[config.mk]
export PLATFORM = sky130hd
export DESIGN_NAME = desc_copy_channel
export DESIGN_NICKNAME = d
export VERILOG_FILES = /design/src/rtl/dcc_pkg.sv /design/src/rtl/dcc_engine.sv /design/src/rtl/dcc_regs.sv /design/src/rtl/desc_copy_channel.sv
export SDC_FILE = /design/constraint.sdc
export NUM_CORES = 1
export LEC_CHECK = 0
export BUFFER_PORTS_ARGS = -buffer_cell sky130_fd_sc_hd__buf_2
export CORE_UTILIZATION = 40
export DETAILED_ROUTE_END_ITERATION = 10
export PLACE_DENSITY = 0.62
export RECOVER_POWER = 100
export SLEW_MARGIN = 20
export SYNTH_ARGS = -nofsm -noshare
export SYNTH_HDL_FRONTEND = slang
export SYNTH_SLANG_ARGS = --single-unit
[constraint.sdc]
create_clock -name clk -period 3.9 [get_ports clk]
set_clock_uncertainty 0.05 [all_clocks]
set_input_delay 0.78 -clock clk [delete_from_list [all_inputs] [get_ports clk]]
set_output_delay 0.78 -clock clk [all_outputs]
set_load 0.005 [all_outputs]
[src/rtl/dcc_pkg.sv]
package dcc_pkg;
  localparam int WORD_W      = 32;
  localparam int FETCH_WORDS = 6;
  localparam int STATUS_IDX  = 7;

  // control word bits
  localparam int C0_IRQ   = 0;
  localparam int C0_DEC   = 1;
  localparam int C0_CHAIN = 2;
  localparam int C0_COPY  = 4;

  // status word fields
  localparam int ST_DONE     = 0;
  localparam int ST_SETUP    = 2;
  localparam int ST_PKT      = 3;
  localparam int ST_SRC      = 4;
  localparam int ST_DST      = 5;
  localparam int ST_CODE_LSB = 16;
  localparam logic [7:0] CODE_CHAIN0 = 8'd1;
  localparam logic [7:0] CODE_MODE   = 8'd5;

  // register word indices
  localparam int REG_CTRL = 0;
  localparam int REG_FLAG = 1;
  localparam int REG_CLR  = 2;
  localparam int REG_CMD  = 3;
  localparam int REG_SEMA = 4;
  localparam int SEMA_VAL_LSB = 16;

  typedef enum logic [2:0] {
    ENG_IDLE, ENG_FETCH, ENG_DECODE, ENG_READ, ENG_WRITE, ENG_STATUS
  } eng_state_e;
endpackage

[src/rtl/dcc_engine.sv]
module dcc_engine
  import dcc_pkg::*;
#(
  parameter int AW = 32
) (
  input  logic              clk,
  input  logic              rst_n,
  input  logic              go,
  input  logic [AW-1:0]     base_addr,
  output logic              busy,
  output logic              fin,
  output logic              fin_ok,
  output logic              fin_dec,
  output logic              fin_irq,
  output logic              fin_chain,
  output logic [AW-1:0]     fin_next,
  output logic              mem_valid,
  input  logic              mem_ready,
  output logic              mem_write,
  output logic [AW-1:0]     mem_addr,
  output logic [WORD_W-1:0] mem_wdata,
  input  logic [WORD_W-1:0] mem_rdata,
  input  logic              mem_err
);
  localparam int IDX_W = $clog2(FETCH_WORDS);
  localparam logic [AW-1:0] STAT_OFS = AW'(STATUS_IDX * 4);
  localparam logic [AW-1:0] STEP     = AW'(4);

  eng_state_e        st_q;
  logic [IDX_W-1:0]  idx_q;
  logic [AW-1:0]     base_q, next_q, src_q, dst_q, cnt_q, off_q;
  logic              c0_irq_q, c0_dec_q, c0_chain_q, c0_copy_q;
  logic [WORD_W-1:0] buf_q, stat_q;
  logic              hs;

  always_comb begin
    mem_valid = (st_q == ENG_FETCH) || (st_q == ENG_READ) ||
                (st_q == ENG_WRITE) || (st_q == ENG_STATUS);
    mem_write = (st_q == ENG_WRITE) || (st_q == ENG_STATUS);
    mem_wdata = (st_q == ENG_WRITE) ? buf_q : stat_q;
    case (st_q)
      ENG_FETCH: mem_addr = base_q + {{(AW-IDX_W-2){1'b0}}, idx_q, 2'b00};
      ENG_READ:  mem_addr = src_q + off_q;
      ENG_WRITE: mem_addr = dst_q + off_q;
      default:   mem_addr = base_q + STAT_OFS;
    endcase
  end

  assign hs        = mem_valid && mem_ready;
  assign busy      = (st_q != ENG_IDLE);
  assign fin       = (st_q == ENG_STATUS) && hs;
  assign fin_ok    = stat_q[ST_DONE];
  assign fin_dec   = c0_dec_q;
  assign fin_irq   = c0_irq_q;
  assign fin_chain = c0_chain_q;
  assign fin_next  = next_q;

  always_ff @(posedge clk) begin
    if (!rst_n) begin
      st_q       <= ENG_IDLE;
      idx_q      <= '0;
      base_q     <= '0;
      next_q     <= '0;
      src_q      <= '0;
      dst_q      <= '0;
      cnt_q      <= '0;
      off_q      <= '0;
      c0_irq_q   <= 1'b0;
      c0_dec_q   <= 1'b0;
      c0_chain_q <= 1'b0;
      c0_copy_q  <= 1'b0;
      buf_q      <= '0;
      stat_q     <= '0;
    end else begin
      case (st_q)
        ENG_IDLE: begin
          if (go) begin
            base_q <= base_addr;
            idx_q  <= '0;
            st_q   <= ENG_FETCH;
          end
        end
        ENG_FETCH: begin
          if (hs) begin
            if (mem_err) begin
              stat_q <= WORD_W'(1) << ST_PKT;
              st_q   <= ENG_STATUS;
            end else begin
              case (idx_q)
                IDX_W'(0): next_q <= AW'(mem_rdata);
                IDX_W'(1): begin
                  c0_irq_q   <= mem_rdata[C0_IRQ];
                  c0_dec_q   <= mem_rdata[C0_DEC];
                  c0_chain_q <= mem_rdata[C0_CHAIN];
                  c0_copy_q  <= mem_rdata[C0_COPY];
                end
                IDX_W'(3): src_q <= AW'(mem_rdata);
                IDX_W'(4): dst_q <= AW'(mem_rdata);
                IDX_W'(5): cnt_q <= AW'(mem_rdata);
                default: ;
              endcase
              if (idx_q == IDX_W'(FETCH_WORDS - 1)) st_q <= ENG_DECODE;
              else idx_q <= idx_q + 1'b1;
            end
          end
        end
        ENG_DECODE: begin
          off_q <= '0;
          if (c0_chain_q && (next_q == '0)) begin
            stat_q <= (WORD_W'(CODE_CHAIN0) << ST_CODE_LSB) | (WORD_W'(1) << ST_SETUP);
            st_q   <= ENG_STATUS;
          end else if (!c0_copy_q) begin
            stat_q <= (WORD_W'(CODE_MODE) << ST_CODE_LSB) | (WORD_W'(1) << ST_SETUP);
            st_q   <= ENG_STATUS;
          end else if (cnt_q == '0) begin
            stat_q <= WORD_W'(1) << ST_DONE;
            st_q   <= ENG_STATUS;
          end else begin
            st_q <= ENG_READ;
          end
        end
        ENG_READ: begin
          if (hs) begin
            if (mem_err) begin
              stat_q <= WORD_W'(1) << ST_SRC;
              st_q   <= ENG_STATUS;
            end else begin
              buf_q <= mem_rdata;
              st_q  <= ENG_WRITE;
            end
          end
        end
        ENG_WRITE: begin
          if (hs) begin
            if (mem_err) begin
              stat_q <= WORD_W'(1) << ST_DST;
              st_q   <= ENG_STATUS;
            end else if ((off_q + STEP) >= cnt_q) begin
              stat_q <= WORD_W'(1) << ST_DONE;
              st_q   <= ENG_STATUS;
            end else begin
              off_q <= off_q + STEP;
              st_q  <= ENG_READ;
            end
          end
        end
        ENG_STATUS: begin
          if (hs) st_q <= ENG_IDLE;
        end
        default: st_q <= ENG_IDLE;
      endcase
    end
  end

  // a pending request is held unchanged under back-pressure
  assert_req_hold_R5: assert property (@(posedge clk) disable iff (!rst_n)
    mem_valid && !mem_ready |=> mem_valid && $stable(mem_addr) &&
                                $stable(mem_write) && $stable(mem_wdata));

  // the status write closes the descriptor; nothing is issued right after it
  assert_status_last_R4: assert property (@(posedge clk) disable iff (!rst_n)
    fin |=> !mem_valid);

  // chain with a zero next pointer goes straight to the status write
  assert_chain_zero_R8: assert property (@(posedge clk) disable iff (!rst_n)
    (st_q == ENG_DECODE) && c0_chain_q && (next_q == '0) |=>
      (st_q == ENG_STATUS) && (stat_q[ST_CODE_LSB +: 8] == CODE_CHAIN0));
endmodule

[src/rtl/dcc_regs.sv]
module dcc_regs
  import dcc_pkg::*;
#(
  parameter int AW     = 32,
  parameter int REG_AW = 3,
  parameter int SEMA_W = 8
) (
  input  logic              clk,
  input  logic              rst_n,
  input  logic              reg_we,
  input  logic [REG_AW-1:0] reg_addr,
  input  logic [WORD_W-1:0] reg_wdata,
  output logic [WORD_W-1:0] reg_rdata,
  input  logic              eng_busy,
  output logic              go,
  output logic [AW-1:0]     base_addr,
  input  logic              fin,
  input  logic              fin_ok,
  input  logic              fin_dec,
  input  logic              fin_irq,
  input  logic              fin_chain,
  input  logic [AW-1:0]     fin_next,
  output logic              irq
);
  localparam logic [SEMA_W:0] SEMA_MAX = {1'b0, {SEMA_W{1'b1}}};

  logic              en_q, ie_q, flag_q, armed_q;
  logic [AW-1:0]     cmd_q;
  logic [SEMA_W-1:0] sema_q, sema_d;
  logic              wr_ctrl, wr_clr, wr_cmd, wr_sema;
  logic              flag_set, flag_clr, dec;
  logic [SEMA_W:0]   sum;

  assign wr_ctrl = reg_we && (reg_addr == REG_AW'(REG_CTRL));
  assign wr_clr  = reg_we && (reg_addr == REG_AW'(REG_CLR));
  assign wr_cmd  = reg_we && (reg_addr == REG_AW'(REG_CMD));
  assign wr_sema = reg_we && (reg_addr == REG_AW'(REG_SEMA));

  assign dec      = fin && fin_ok && fin_dec;
  assign flag_set = fin && (!fin_ok || fin_irq);
  assign flag_clr = wr_clr && reg_wdata[0];

  always_comb begin
    sum = {1'b0, sema_q} + (wr_sema ? {1'b0, reg_wdata[SEMA_W-1:0]} : '0);
    if (dec && (sum != '0)) sum = sum - 1'b1;
    sema_d = (sum > SEMA_MAX) ? SEMA_MAX[SEMA_W-1:0] : sum[SEMA_W-1:0];
  end

  always_ff @(posedge clk) begin
    if (!rst_n) begin
      en_q    <= 1'b0;
      ie_q    <= 1'b0;
      flag_q  <= 1'b0;
      armed_q <= 1'b0;
      cmd_q   <= '0;
      sema_q  <= '0;
    end else begin
      sema_q <= sema_d;
      flag_q <= flag_set | (flag_q & ~flag_clr);
      if (wr_ctrl) begin
        en_q <= reg_wdata[0];
        ie_q <= reg_wdata[1];
      end
      if (wr_cmd) begin
        cmd_q   <= AW'(reg_wdata);
        armed_q <= 1'b1;
      end else if (fin) begin
        if (fin_ok && fin_chain) cmd_q <= fin_next;
        else armed_q <= 1'b0;
      end
    end
  end

  assign go        = en_q && armed_q && (sema_q != '0) && !eng_busy;
  assign base_addr = cmd_q;
  assign irq       = flag_q && ie_q;

  always_comb begin
    reg_rdata = '0;
    case (reg_addr)
      REG_AW'(REG_CTRL): reg_rdata[1:0] = {ie_q, en_q};
      REG_AW'(REG_FLAG): reg_rdata[0]   = flag_q;
      REG_AW'(REG_CMD):  reg_rdata      = WORD_W'(cmd_q);
      REG_AW'(REG_SEMA): reg_rdata[SEMA_VAL_LSB +: SEMA_W] = sema_q;
      default: ;
    endcase
  end

  // a full counter stays full when more is added
  assert_sema_sat_R2: assert property (@(posedge clk) disable iff (!rst_n)
    (sema_q == '1) && wr_sema && !fin |=> (sema_q == '1));

  // a clear without a simultaneous completion empties the flag
  assert_flag_clear_R11: assert property (@(posedge clk) disable iff (!rst_n)
    flag_clr && !fin |=> !flag_q);

  // a successful chained descriptor moves the command pointer
  assert_chain_ptr_R7: assert property (@(posedge clk) disable iff (!rst_n)
    fin && fin_ok && fin_chain && !wr_cmd |=> (cmd_q == $past(fin_next)));
endmodule

[src/rtl/desc_copy_channel.sv]
module desc_copy_channel
  import dcc_pkg::*;
#(
  parameter int ADDR_W = 32,
  parameter int REG_AW = 3,
  parameter int SEMA_W = 8
) (
  input  logic              clk,
  input  logic              rst_n,
  input  logic              reg_we,
  input  logic [REG_AW-1:0] reg_addr,
  input  logic [31:0]       reg_wdata,
  output logic [31:0]       reg_rdata,
  output logic              mem_valid,
  input  logic              mem_ready,
  output logic              mem_write,
  output logic [ADDR_W-1:0] mem_addr,
  output logic [31:0]       mem_wdata,
  input  logic [31:0]       mem_rdata,
  input  logic              mem_err,
  output logic              irq
);
  logic              go, busy, fin, fin_ok, fin_dec, fin_irq, fin_chain;
  logic [ADDR_W-1:0] base_addr, fin_next;

  dcc_regs #(.AW(ADDR_W), .REG_AW(REG_AW), .SEMA_W(SEMA_W)) u_regs (
    .clk       (clk),
    .rst_n     (rst_n),
    .reg_we    (reg_we),
    .reg_addr  (reg_addr),
    .reg_wdata (reg_wdata),
    .reg_rdata (reg_rdata),
    .eng_busy  (busy),
    .go        (go),
    .base_addr (base_addr),
    .fin       (fin),
    .fin_ok    (fin_ok),
    .fin_dec   (fin_dec),
    .fin_irq   (fin_irq),
    .fin_chain (fin_chain),
    .fin_next  (fin_next),
    .irq       (irq)
  );

  dcc_engine #(.AW(ADDR_W)) u_engine (
    .clk       (clk),
    .rst_n     (rst_n),
    .go        (go),
    .base_addr (base_addr),
    .busy      (busy),
    .fin       (fin),
    .fin_ok    (fin_ok),
    .fin_dec   (fin_dec),
    .fin_irq   (fin_irq),
    .fin_chain (fin_chain),
    .fin_next  (fin_next),
    .mem_valid (mem_valid),
    .mem_ready (mem_ready),
    .mem_write (mem_write),
    .mem_addr  (mem_addr),
    .mem_wdata (mem_wdata),
    .mem_rdata (mem_rdata),
    .mem_err   (mem_err)
  );
endmodule

==> results.cfg, run 1 <==
[job]
drv_cap = 4

[placed_design]
io_buffers = 170
pre_cts_ws_ns = -0.0378
routabilityCongestion = 0.973
dpl.hpwl_um = 44000

[final_layout]
area_growth_pct = 25.7
final_cell_mix = nand2_1 (611), dfxtp_1 (277), a21oi_1 (242), buf_2 (128), buf_4 (122)
final_common_cell = nand2_1
diodes = 0
nets = 2558
layout-drive-gt1-share = 0.198

[routing]
ant_nets = 0
via_per_inst = 5.62
finalWirelength_um = 60300
dr.first_iter.drc_count = 1408
drcViolationCount = 0
wl_per_cell_um = 20.5
vias = 16500
first_pass_iters = 5

[floorplanning]
dieWidth_um = 200
ios = 171
start_util = 0.407
rows = 72
coreArea_mm2 = 0.0387
die-area_mm2 = 0.0402
fp.dieH_um = 200

[setup_path]
arrival_ns = 3.53
crit_required_ns = 3.07
end_kind = primary output
worstSetupPathType = reg2out
rr_startpoint = u_engine.off_q[3]$_SDFFE_PN0P_
start_kind = flip-flop
rr_endpoint = u_engine.off_q[19]$_SDFFE_PN0P_
reg2reg_depth = 19
crit_fanout = 23
r2r_setup_slack_ns = 0.08

[grt]
grt_pass1_vias = 15300
antenna_found_initial = 2
grt_max_degree = 171
grt_overflow = 0
grt.total_usage = 0.290
grt_pass1_wl_um = 90600

[power]
power_density_mw_per_mm2 = 301
leakage_uw = 0.00755
vdd_drop_max_mv = 0.344

[timing]
drv_slew = 132
slew-limit-headroom = -0.135
period_share = 1.12
min_period_ns = 4.36
finalWorstSetupSlack_ns = -0.461
max_freq_mhz = 229
tightest_slew_ns = 1.70
grt_setup_unrepaired = yes
hold_slack_ns = 0.399
setup_viol = 25
hold_viol = 0

[synthesis]
ys_warn_count = 0
avgSynthCellArea_um2 = 7.25
syn-num-nets = 2325
synth_ff_type = dfxtp_1
async_flop_share = 0
synth_area_leader_cell = dfxtp_1
ys_types = 79
synth.cell_area_mm2 = 0.0158
ys_seq_elements = 282
synth.yosys.seq_area_share = 0.358
synth_top_area_share = 0.358
synthTopCellsByArea = dfxtp_1 (36%), nand2_1 (15%), a21oi_1 (8.6%)
synth_edf_count = 0
syn_inst = 2173

[hold_path]
hold_path_class = reg2reg
hp-start = u_engine.buf_q[28]$_SDFFE_PN0P_
worstHoldPathCells = 2
min_to = u_engine.buf_q[28]$_SDFFE_PN0P_

[status]
violations = max-capacitance violations, max-slew violations, negative setup slack
status = finished with violations

[cts]
cts.reportedPaths.clkPinSlew_ns = 0.06
htreeDepth = 1
clock_sinks = 282
cts_root_buf = clkbuf_16
clkLatencyLatePin_ns = 0.58
cts_tree = built
cts_buffers = 31
clockBufferDepth = 3
hold_buffers = 0
## where the power goes
part	switching [uW]	internal [uW]
clock network	1200	1580
registers	13.5	2890
logic	206	68.2
total	1420	4540
## critical path, stage by stage, from the launching register on
cell	delay (ns)
dfxtp_2	0.32
nand2b_4	0.14
buf_6	0.12
nor2_4	0.13
buf_12	0.15
buf_4	0.13
buf_16	0.17
nand2_1	0.07
nand2_1	0.06
ha_1	0.30
and2_1	0.23
a211oi_1	0.23
o21ai_0	0.11
a31oi_1	0.23
o2bb2ai_2	0.16
xnor2_1	0.10
a21oi_1	0.18
buf_2	0.13
## kinds of logic (layout without fill, tap and decap cells)
| family | after synthesis | after routing | share of synthesized area |
|---|---|---|---|
| and+or+nand+nor | 1032 | 1032 | 0.286 |
| adders and majority gates | 80 | 80 | 0.0645 |
| DFF | 282 | 282 | 0.358 |
| AOI/OAI and AO/OA | 491 | 491 | 0.189 |
| xor gates and xnor gates | 90 | 90 | 0.0500 |
| muxes | 8 | 8 | 0.00588 |
| buffers and inverters | 189 | 441 | 0.0463 |
| other | 1 | 1 | 0.000238 |
## registers in the layout, indices dropped and copies added (netlist names)
name and flops:
u_engine.stat_q 6, u_engine.st_q 3, u_regs.flag_q 1, u_engine.src_q 32, u_engine.fin_dec 1, u_engine.off_q 30, u_regs.armed_q 1, u_engine.fin_next 32
u_engine.base_q 32, u_regs.en_q 1, u_engine.dst_q 32, u_engine.fin_chain 1, u_engine.buf_q 32, u_regs.ie_q 1, u_engine.c0_copy_q 1, u_regs.sema_q 8
u_engine.idx_q 3, u_engine.fin_irq 1, u_regs.base_addr 32, u_engine.cnt_q 32
## metrics by stage
stage	TNS, ns	total power, uW	util	std cells	cell area (um^2)
finish	-6.34	5960	0.511	2943	19800
floorplan	-0.0282	3080	-	2173	15800
detailed placement	-0.0378	3250	0.461	2865	17900
global route	-12.02	6120	0.511	2943	19800
global placement	0	3250	0.461	2865	17900
CTS	-6.56	5990	0.504	2930	19500
## cells in the mapped netlist, types with 4 or more instances
master and n:
a2111oi_0 4, a211oi_1 9, a21o_1 18, a21oi_1 270, a22o_1 9, a22oi_1 6
a311oi_1 32, a31oi_1 6, and2_1 36, and3_1 45, and4_1 9, buf_2 16
clkbuf_1 112, dfxtp_1 282, ha_1 78, inv_1 57, mux2i_1 7, nand2_1 635
nand2b_1 6, nand3_1 93, nand4_1 20, nor2_1 124, nor3_1 16, nor4_1 18
o2111ai_1 4, o211ai_1 11, o21a_1 8, o21ai_0 65, o21bai_1 6, o22ai_1 6
o31ai_1 6, or3_1 4, xnor2_1 66, xor2_1 24
## cell type report
cell class | count | area (um^2)
multi-input cells | 1702 | 10200
flip-flops and latches | 282 | 5650
inverters | 58 | 223
fillers | 3883 | 18900
clock buffers | 46 | 902
clock inverters | 6 | 36.3
well taps | 518 | 648
repair buffers | 331 | 2120
## how the worst max path moves through the flow
stage | from | end | cells after the start | slack, ns
3_3_place_gp | u_engine.st_q[1]$_SDFFE_PN0P_ | mem_addr[28] | 16 | 0.04
5_1_grt | u_engine.st_q[1]$_SDFFE_PN0P_ | mem_addr[31] | 18 | -0.57
6_report | u_engine.st_q[1]$_SDFFE_PN0P_ | mem_addr[31] | 17 | -0.46
4_1_cts | u_engine.st_q[1]$_SDFFE_PN0P_ | mem_addr[28] | 17 | -0.40
2_1_floorplan | u_engine.st_q[2]$_SDFFE_PN0P_ | mem_addr[28] | 18 | -0.02
3_5_place_dp | u_engine.st_q[1]$_SDFFE_PN0P_ | mem_addr[28] | 16 | -0.04
## per-layer routing
layer / GRT usage / part of all wire / vias up
li1: - / - / 7906
met2: 0.444 / 0.43 / 626
met3: 0.0427 / 0.073 / 89
met4: 0.0872 / 0.030 / 2
met1: 0.420 / 0.46 / 7902
met5: 0 / 0.00020 / -
## what timing repair did
item / 4_1_cts / 5_1_grt
pin swaps: 42 / 50
resized for setup: 124 / 82
endpoints found under the setup margin: 26 / 65
buffers inserted: 11 / 12
cloned: 3 / 1
Note: power is estimated with default switching activity, not from simulation.
==> run 2: changes to the inputs <==
--- a/config.mk
+++ b/config.mk
@@ -9,7 +9,6 @@
 export CORE_UTILIZATION = 40
 export DETAILED_ROUTE_END_ITERATION = 10
 export PLACE_DENSITY = 0.62
-export RECOVER_POWER = 100
 export SLEW_MARGIN = 20
 export SYNTH_ARGS = -nofsm -noshare
 export SYNTH_HDL_FRONTEND = slang
==> run 2 against run 1 <==
  * The run ends with negative setup slack left
  * Final area grew 0.95%
  * Combinational power increased by 3%
  * Count of clock-buffer cells in the layout unchanged
  * Sequential share of layout area down 0.27 points
  * Largest power group unchanged
  * Flip-flop and latch count unchanged
  * Setup slack worse by 0.0062 ns
  * Clock power barely moved
  * Total power up 0.14%
  * Final cell count is the same
==> results.cfg, run 2 (same netlist as run 1, synthesis figures left out) <==
[status]
status = finished with violations
violations = negative setup slack

[hold_path]
worstHoldPathCells = 2
hold_path_class = reg2reg
min_to = u_engine.buf_q[6]$_SDFFE_PN0P_
hp-start = u_engine.buf_q[6]$_SDFFE_PN0P_

[job]
drv_cap = 0

[grt]
grt_max_degree = 171
antenna_found_initial = 2
grt.total_usage = 0.290
grt_overflow = 0
grt_pass1_wl_um = 90600
grt_pass1_vias = 15300

[timing]
setup_viol = 25
hold_viol = 0
tightest_slew_ns = 0.829
hold_slack_ns = 0.400
min_period_ns = 4.37
max_freq_mhz = 229
finalWorstSetupSlack_ns = -0.467
grt_setup_unrepaired = yes
slew-limit-headroom = 0.448
period_share = 1.12
drv_slew = 0

[setup_path]
crit_fanout = 23
cpPeakStageDelay_ns = 0.32
worstSetupPathType = reg2out
cp_num_buf_inv = 5
start_kind = flip-flop
end_kind = primary output
cp_top_family = compound AO/OA/AOI/OAI gates
cp_cell_sequence = nand2b_4 -> buf_6 -> nor2_4 -> buf_12 -> buf_4 -> buf_16 -> nand2_1 -> nand2_1 -> ha_1 -> and2_1 -> a211oi_1 -> o21ai_0 -> a31oi_1 -> o2bb2ai_2 -> xnor2_1 -> a21oi_1 -> buf_2
crit_required_ns = 3.07
arrival_ns = 3.54
crit_slowest_cell = dfxtp_2
r2r_setup_slack_ns = 0.18
rr_endpoint = u_engine.off_q[19]$_SDFFE_PN0P_
crit_top_cell = nand2_1
rr_startpoint = u_engine.off_q[10]$_SDFFE_PN0P_
reg2reg_depth = 15

[floorplanning]
coreArea_mm2 = 0.0387
rows = 72
start_util = 0.407
ios = 171
die-area_mm2 = 0.0402
dieWidth_um = 200
fp.dieH_um = 200

[power]
power_uw = 5970
leakage_uw = 0.00781
vdd_drop_max_mv = 0.346
power_density_mw_per_mm2 = 299

[cts]
clkLatencyLatePin_ns = 0.59
cts_buffers = 31
cts.reportedPaths.clkPinSlew_ns = 0.06
cts_root_buf = clkbuf_16
htreeDepth = 1
clockBufferDepth = 3
cts_tree = built
clock_sinks = 282

[routing]
top_layer = met5
dr.first_iter.drc_count = 1347
vias = 16500
first_pass_iters = 5
met2WireLength_um = 26200
ant_nets = 0
wl_per_cell_um = 20.5
finalWirelength_um = 60400
drcViolationCount = 0
wl_met1_um = 27700
routed-wl-met3_um = 4630
via_per_inst = 5.62

[final_layout]
area_growth_pct = 26.9
diodes = 0
nets = 2558
postLayoutCoreUtil = 0.516
final_common_cell = nand2_1
final_cell_mix = nand2_1 (611), dfxtp_1 (277), a21oi_1 (242), buf_2 (170), buf_4 (142)
layout-drive-gt1-share = 0.223

[placed_design]
pre_cts_ws_ns = -0.0378
routabilityCongestion = 0.973
io_buffers = 170
dpl.hpwl_um = 44000
run 2: changes by cell type in the layout (fill, tap and decap cells not counted), sizes merged:
cell,delta
buf,+62
clkbuf,-62
run 2: through the flow:
step	std cells	setup TNS, ns	instance area, um^2
floorplan	2173	-0.0282	15800
detailed placement	2865	-0.0378	17900
global placement	2865	0	17900
finish	2943	-6.44	20000
global route	2943	-9.39	20000
CTS	2930	-6.56	19500
run 2: timing repair:
action                     CTS  global route
gates cloned                 3             1
hold buffers                 0             0
pin swaps                   42            50
setup endpoints to repair   26            65
resized for setup          124            82
setup buffers               11            12
run 2: worst max-delay path by stage:
| stage | startpoint | end | depth (start not counted) | slack (ns) |
|---|---|---|---|---|
| after global routing | u_engine.st_q[1]$_SDFFE_PN0P_ | mem_addr[31] | 18 | -0.57 |
| after CTS | u_engine.st_q[1]$_SDFFE_PN0P_ | mem_addr[28] | 17 | -0.40 |
| after floorplan | u_engine.st_q[2]$_SDFFE_PN0P_ | mem_addr[28] | 18 | -0.02 |
| final | u_engine.st_q[1]$_SDFFE_PN0P_ | mem_addr[31] | 17 | -0.47 |
| after global placement | u_engine.st_q[1]$_SDFFE_PN0P_ | mem_addr[28] | 16 | 0.04 |
| after detailed placement | u_engine.st_q[1]$_SDFFE_PN0P_ | mem_addr[28] | 16 | -0.04 |
run 2: cell type report:
cell class / count / area (um^2)
Multi-Input combinational cell: 1702 / 10300
Inverter: 58 / 223
Sequential cell: 282 / 5650
Timing Repair Buffer: 331 / 2240
Tap cell: 518 / 648
Clock buffer: 46 / 902
Clock inverter: 6 / 36.3
Fill cell: 3838 / 18700
run 2: worst min-delay path, stage by stage, from the launching register on:
cell and delay (ns):
dfxtp_1 0.30, nand2_1 0.05, a21oi_1 0.05
run 2: power breakdown:
part	total (uW)	switching, uW	internal (uW)
sequential	2910	13.5	2890
clock	2780	1200	1580
combinational	281	208	72.6
total	5970	1420	4540
run 2: per-layer routing:
metal,global-route usage,vias up
met3,0.0427,92
met1,0.420,7888
li1,-,7902
met5,0,-
met4,0.0872,2
met2,0.444,644
==> run 3: changes to the inputs <==
--- a/config.mk
+++ b/config.mk
@@ -5,6 +5,7 @@
 export SDC_FILE = /design/constraint.sdc
 export NUM_CORES = 1
 export LEC_CHECK = 0
+export ABC_AREA = 1
 export BUFFER_PORTS_ARGS = -buffer_cell sky130_fd_sc_hd__buf_2
 export CORE_UTILIZATION = 40
 export DETAILED_ROUTE_END_ITERATION = 10
==> run 3 against run 2 <==
  * Count of clock-buffer cells in the layout is 4 higher
  * Final area increased by 8.8%
  * The run still ends with negative setup slack left
  * Critical path depth grew 5
  * Combinational power increased to 2.9 times the previous value
  * Die area grew 4.3%
  * Via count rose by 9.9%
==> results.cfg, run 3 <==
[status]
status = finished with violations
violations = negative setup slack

[setup_path]
reg2reg_depth = 25
cpPeakStageDelay_ns = 0.34
endpoint = mem_addr[21]
rr_endpoint = u_engine.base_q[2]$_SDFFE_PN0P_
start_kind = flip-flop
end_kind = primary output
crit_fanout = 7
rr_startpoint = u_engine.st_q[0]$_SDFFE_PN0P_
critPathLaunch = u_engine.st_q[0]$_SDFFE_PN0P_
cp_cell_sequence = nor2_4 -> inv_2 -> nor2_4 -> buf_6 -> buf_6 -> buf_16 -> buf_12 -> o21ai_2 -> ha_2 -> nand2_2 -> nand2_4 -> a21oi_4 -> inv_2 -> a21oi_2 -> buf_6 -> nor2_4 -> o21ai_2 -> nand2_1 -> xor2_1 -> nand2_1 -> nand2_1 -> buf_2
worstSetupPathType = reg2out
crit_slowest_cell = dfxtp_2
arrival_ns = 3.31
crit_required_ns = 3.07
r2r_setup_slack_ns = 0.08

[timing]
finalWorstSetupSlack_ns = -0.240
hold_viol = 0
period_share = 1.06
grt_setup_unrepaired = yes
min_period_ns = 4.14
setup_viol = 24
tightest_slew_ns = 0.967
slew-limit-headroom = 0.355
drv_slew = 0
max_freq_mhz = 242

[synthesis]
ys_seq_elements = 282
syn-num-nets = 2646
synth.cell_area_mm2 = 0.0164
avgSynthCellArea_um2 = 6.60
synth.most_common_cell = nand2_1
async_flop_share = 0
synth.yosys.seq_area_share = 0.343
synth_top_area_share = 0.343
syn_inst = 2494
ys_warn_count = 0
synthTopCellsByArea = dfxtp_1 (34%), nand2_1 (11%), o21ai_0 (9.6%)
synth_area_leader_cell = dfxtp_1
synth_edf_count = 0
synthTopCellsByCount = nand2_1 (475), o21ai_0 (317), inv_1 (312), nor2_1 (299), dfxtp_1 (282)
synth_ff_type = dfxtp_1
ys_types = 46

[floorplanning]
fp.dieH_um = 205
coreArea_mm2 = 0.0402
die-area_mm2 = 0.0419
ios = 171
rows = 73
dieWidth_um = 205
start_util = 0.409

[final_layout]
layout-drive-gt1-share = 0.246
final_cell_mix = nand2_1 (431), inv_1 (299), dfxtp_1 (271), nor2_1 (258), o21ai_0 (257)
nets = 2945
fin_area_mm2 = 0.0217
n_fill_cell = 3936
final_common_cell = nand2_1
seqCellArea_mm2 = 0.00566
area_growth_pct = 32.2
finalNonFillerCells = 3344
multi_input_comb_area_mm2 = 0.0104

[placed_design]
io_buffers = 170
dpl.hpwl_um = 47100
place_inst = 3172
postPlaceCellArea_mm2 = 0.0183
pre_cts_ws_ns = -0.0644
routabilityCongestion = 1.01

[cts]
cts.reportedPaths.clkPinSlew_ns = 0.06
cts_buffers = 34
htreeDepth = 2
cts_tree = built
cts_root_buf = clkbuf_16
clock_sinks = 282
clockBufferDepth = 3
hold_buffers = 0
clkLatencyLatePin_ns = 0.53

[power]
pwr-share-clk = 0.467
leakage_uw = 0.00965
power_density_mw_per_mm2 = 326
seq_power_share = 0.420
vdd_drop_max_mv = 0.366
sw_frac_of_total = 0.259
p_comb_frac = 0.113
p_int_uw = 5260
power.switching_uw = 1840

[routing]
wl_per_cell_um = 19.5
vias = 18200
drcViolationCount = 0
ant_nets = 0
finalWirelength_um = 65200
dr.first_iter.drc_count = 1528
first_pass_iters = 6
via_per_inst = 5.43

[grt]
grt_pass1_vias = 16900
grt_overflow = 0
grt_pass1_wl_um = 96400
grt_max_degree = 112
antenna_found_initial = 4
grt.total_usage = 0.298

[hold_path]
hold_path_class = reg2reg

[job]
drv_cap = 0
==> run 3: changes by cell type after synthesis, sizes merged, moves of 22 or more <==
cell,before,now
a311oi,32,0
a31oi,6,40
and2,37,2
and3,45,2
clkbuf,112,90
inv,57,321
nand2,635,475
nand4,20,49
nor2,127,304
o21ai,67,326
xnor2,66,12
xor2,24,53
==> run 3: worst min path at each step <==
stage,endpoint,from,slack [ns],depth (start not counted)
floorplan,u_engine.src_q[0]$_SDFFE_PN0P_,u_engine.src_q[0]$_SDFFE_PN0P_,0.37,2
global placement,u_engine.src_q[10]$_SDFFE_PN0P_,u_engine.src_q[10]$_SDFFE_PN0P_,0.39,2
detailed placement,u_engine.src_q[10]$_SDFFE_PN0P_,u_engine.src_q[10]$_SDFFE_PN0P_,0.40,2
CTS,u_engine.buf_q[19]$_SDFFE_PN0P_,u_engine.buf_q[19]$_SDFFE_PN0P_,0.40,2
global route,u_engine.buf_q[11]$_SDFFE_PN0P_,u_engine.buf_q[11]$_SDFFE_PN0P_,0.42,2
finish,u_engine.buf_q[19]$_SDFFE_PN0P_,u_engine.buf_q[19]$_SDFFE_PN0P_,0.40,2
==> run 3: per-layer routing <==
layer,global-route usage,share of wire,vias up
met5,0,0,-
met4,0.102,0.036,0
met3,0.0412,0.064,148
met2,0.481,0.46,647
met1,0.406,0.44,8580
li1,-,-,8794
==> run 3: what timing repair did <==
action,in CTS,in global routing
hold endpoints to repair,0,0
cloned,2,1
endpoints found under the setup margin,38,100
setup buffers,77,34
gates resized for setup,157,241
pin swaps,59,85
==> run 3: power groups by stage <==
stage	combinational, uW	clock [uW]	sequential [uW]
after global routing	867	3470	2980
final	805	3310	2980
after detailed placement	610	0	3040
after floorplan	351	0	3020
after CTS	735	3340	2980
after global placement	607	0	3040
==> run 3: final cells by class <==
cell class	count	share of cell area
Antenna cell	1	0.000115
Multi-Input combinational cell	1778	0.479
Inverter	323	0.0559
Tap cell	525	0.0302
Sequential cell	282	0.260
Clock inverter	11	0.00547
Timing Repair Buffer	374	0.120
Clock buffer	50	0.0485
==> run 3: metrics by stage <==
stage               setup TNS (ns)  hold WS [ns]  utilization  power, uW
global placement             -1.62         0.387        0.455       3640
CTS                          -4.47         0.405        0.511       7050
global route                 -5.46         0.423        0.541       7320
floorplan                        0         0.375            -       3370
detailed placement          -0.185         0.395        0.455       3650
finish                       -2.73         0.404        0.541       7100
==> run 3: cells by family after synthesis <==
kind of cell	after synthesis	share of synthesized area
AOI/OAI and AO/OA	664	0.213
xor gates and xnor gates	65	0.0346
adders and majority gates	80	0.0618
buffers and inverters	434	0.102
DFF	282	0.343
other	1	0.000228
and+or+nand+nor	968	0.245
==> run 3: critical path, delay by kind of cell, from the launching register on <==
kind,cells,cell delay [ns]
buffers and inverters,8,0.87
and+or+nand+nor,8,0.70
AOI/OAI and AO/OA,4,0.50
DFF,1,0.34
xor gates and xnor gates,1,0.20
adders and majority gates,1,0.18
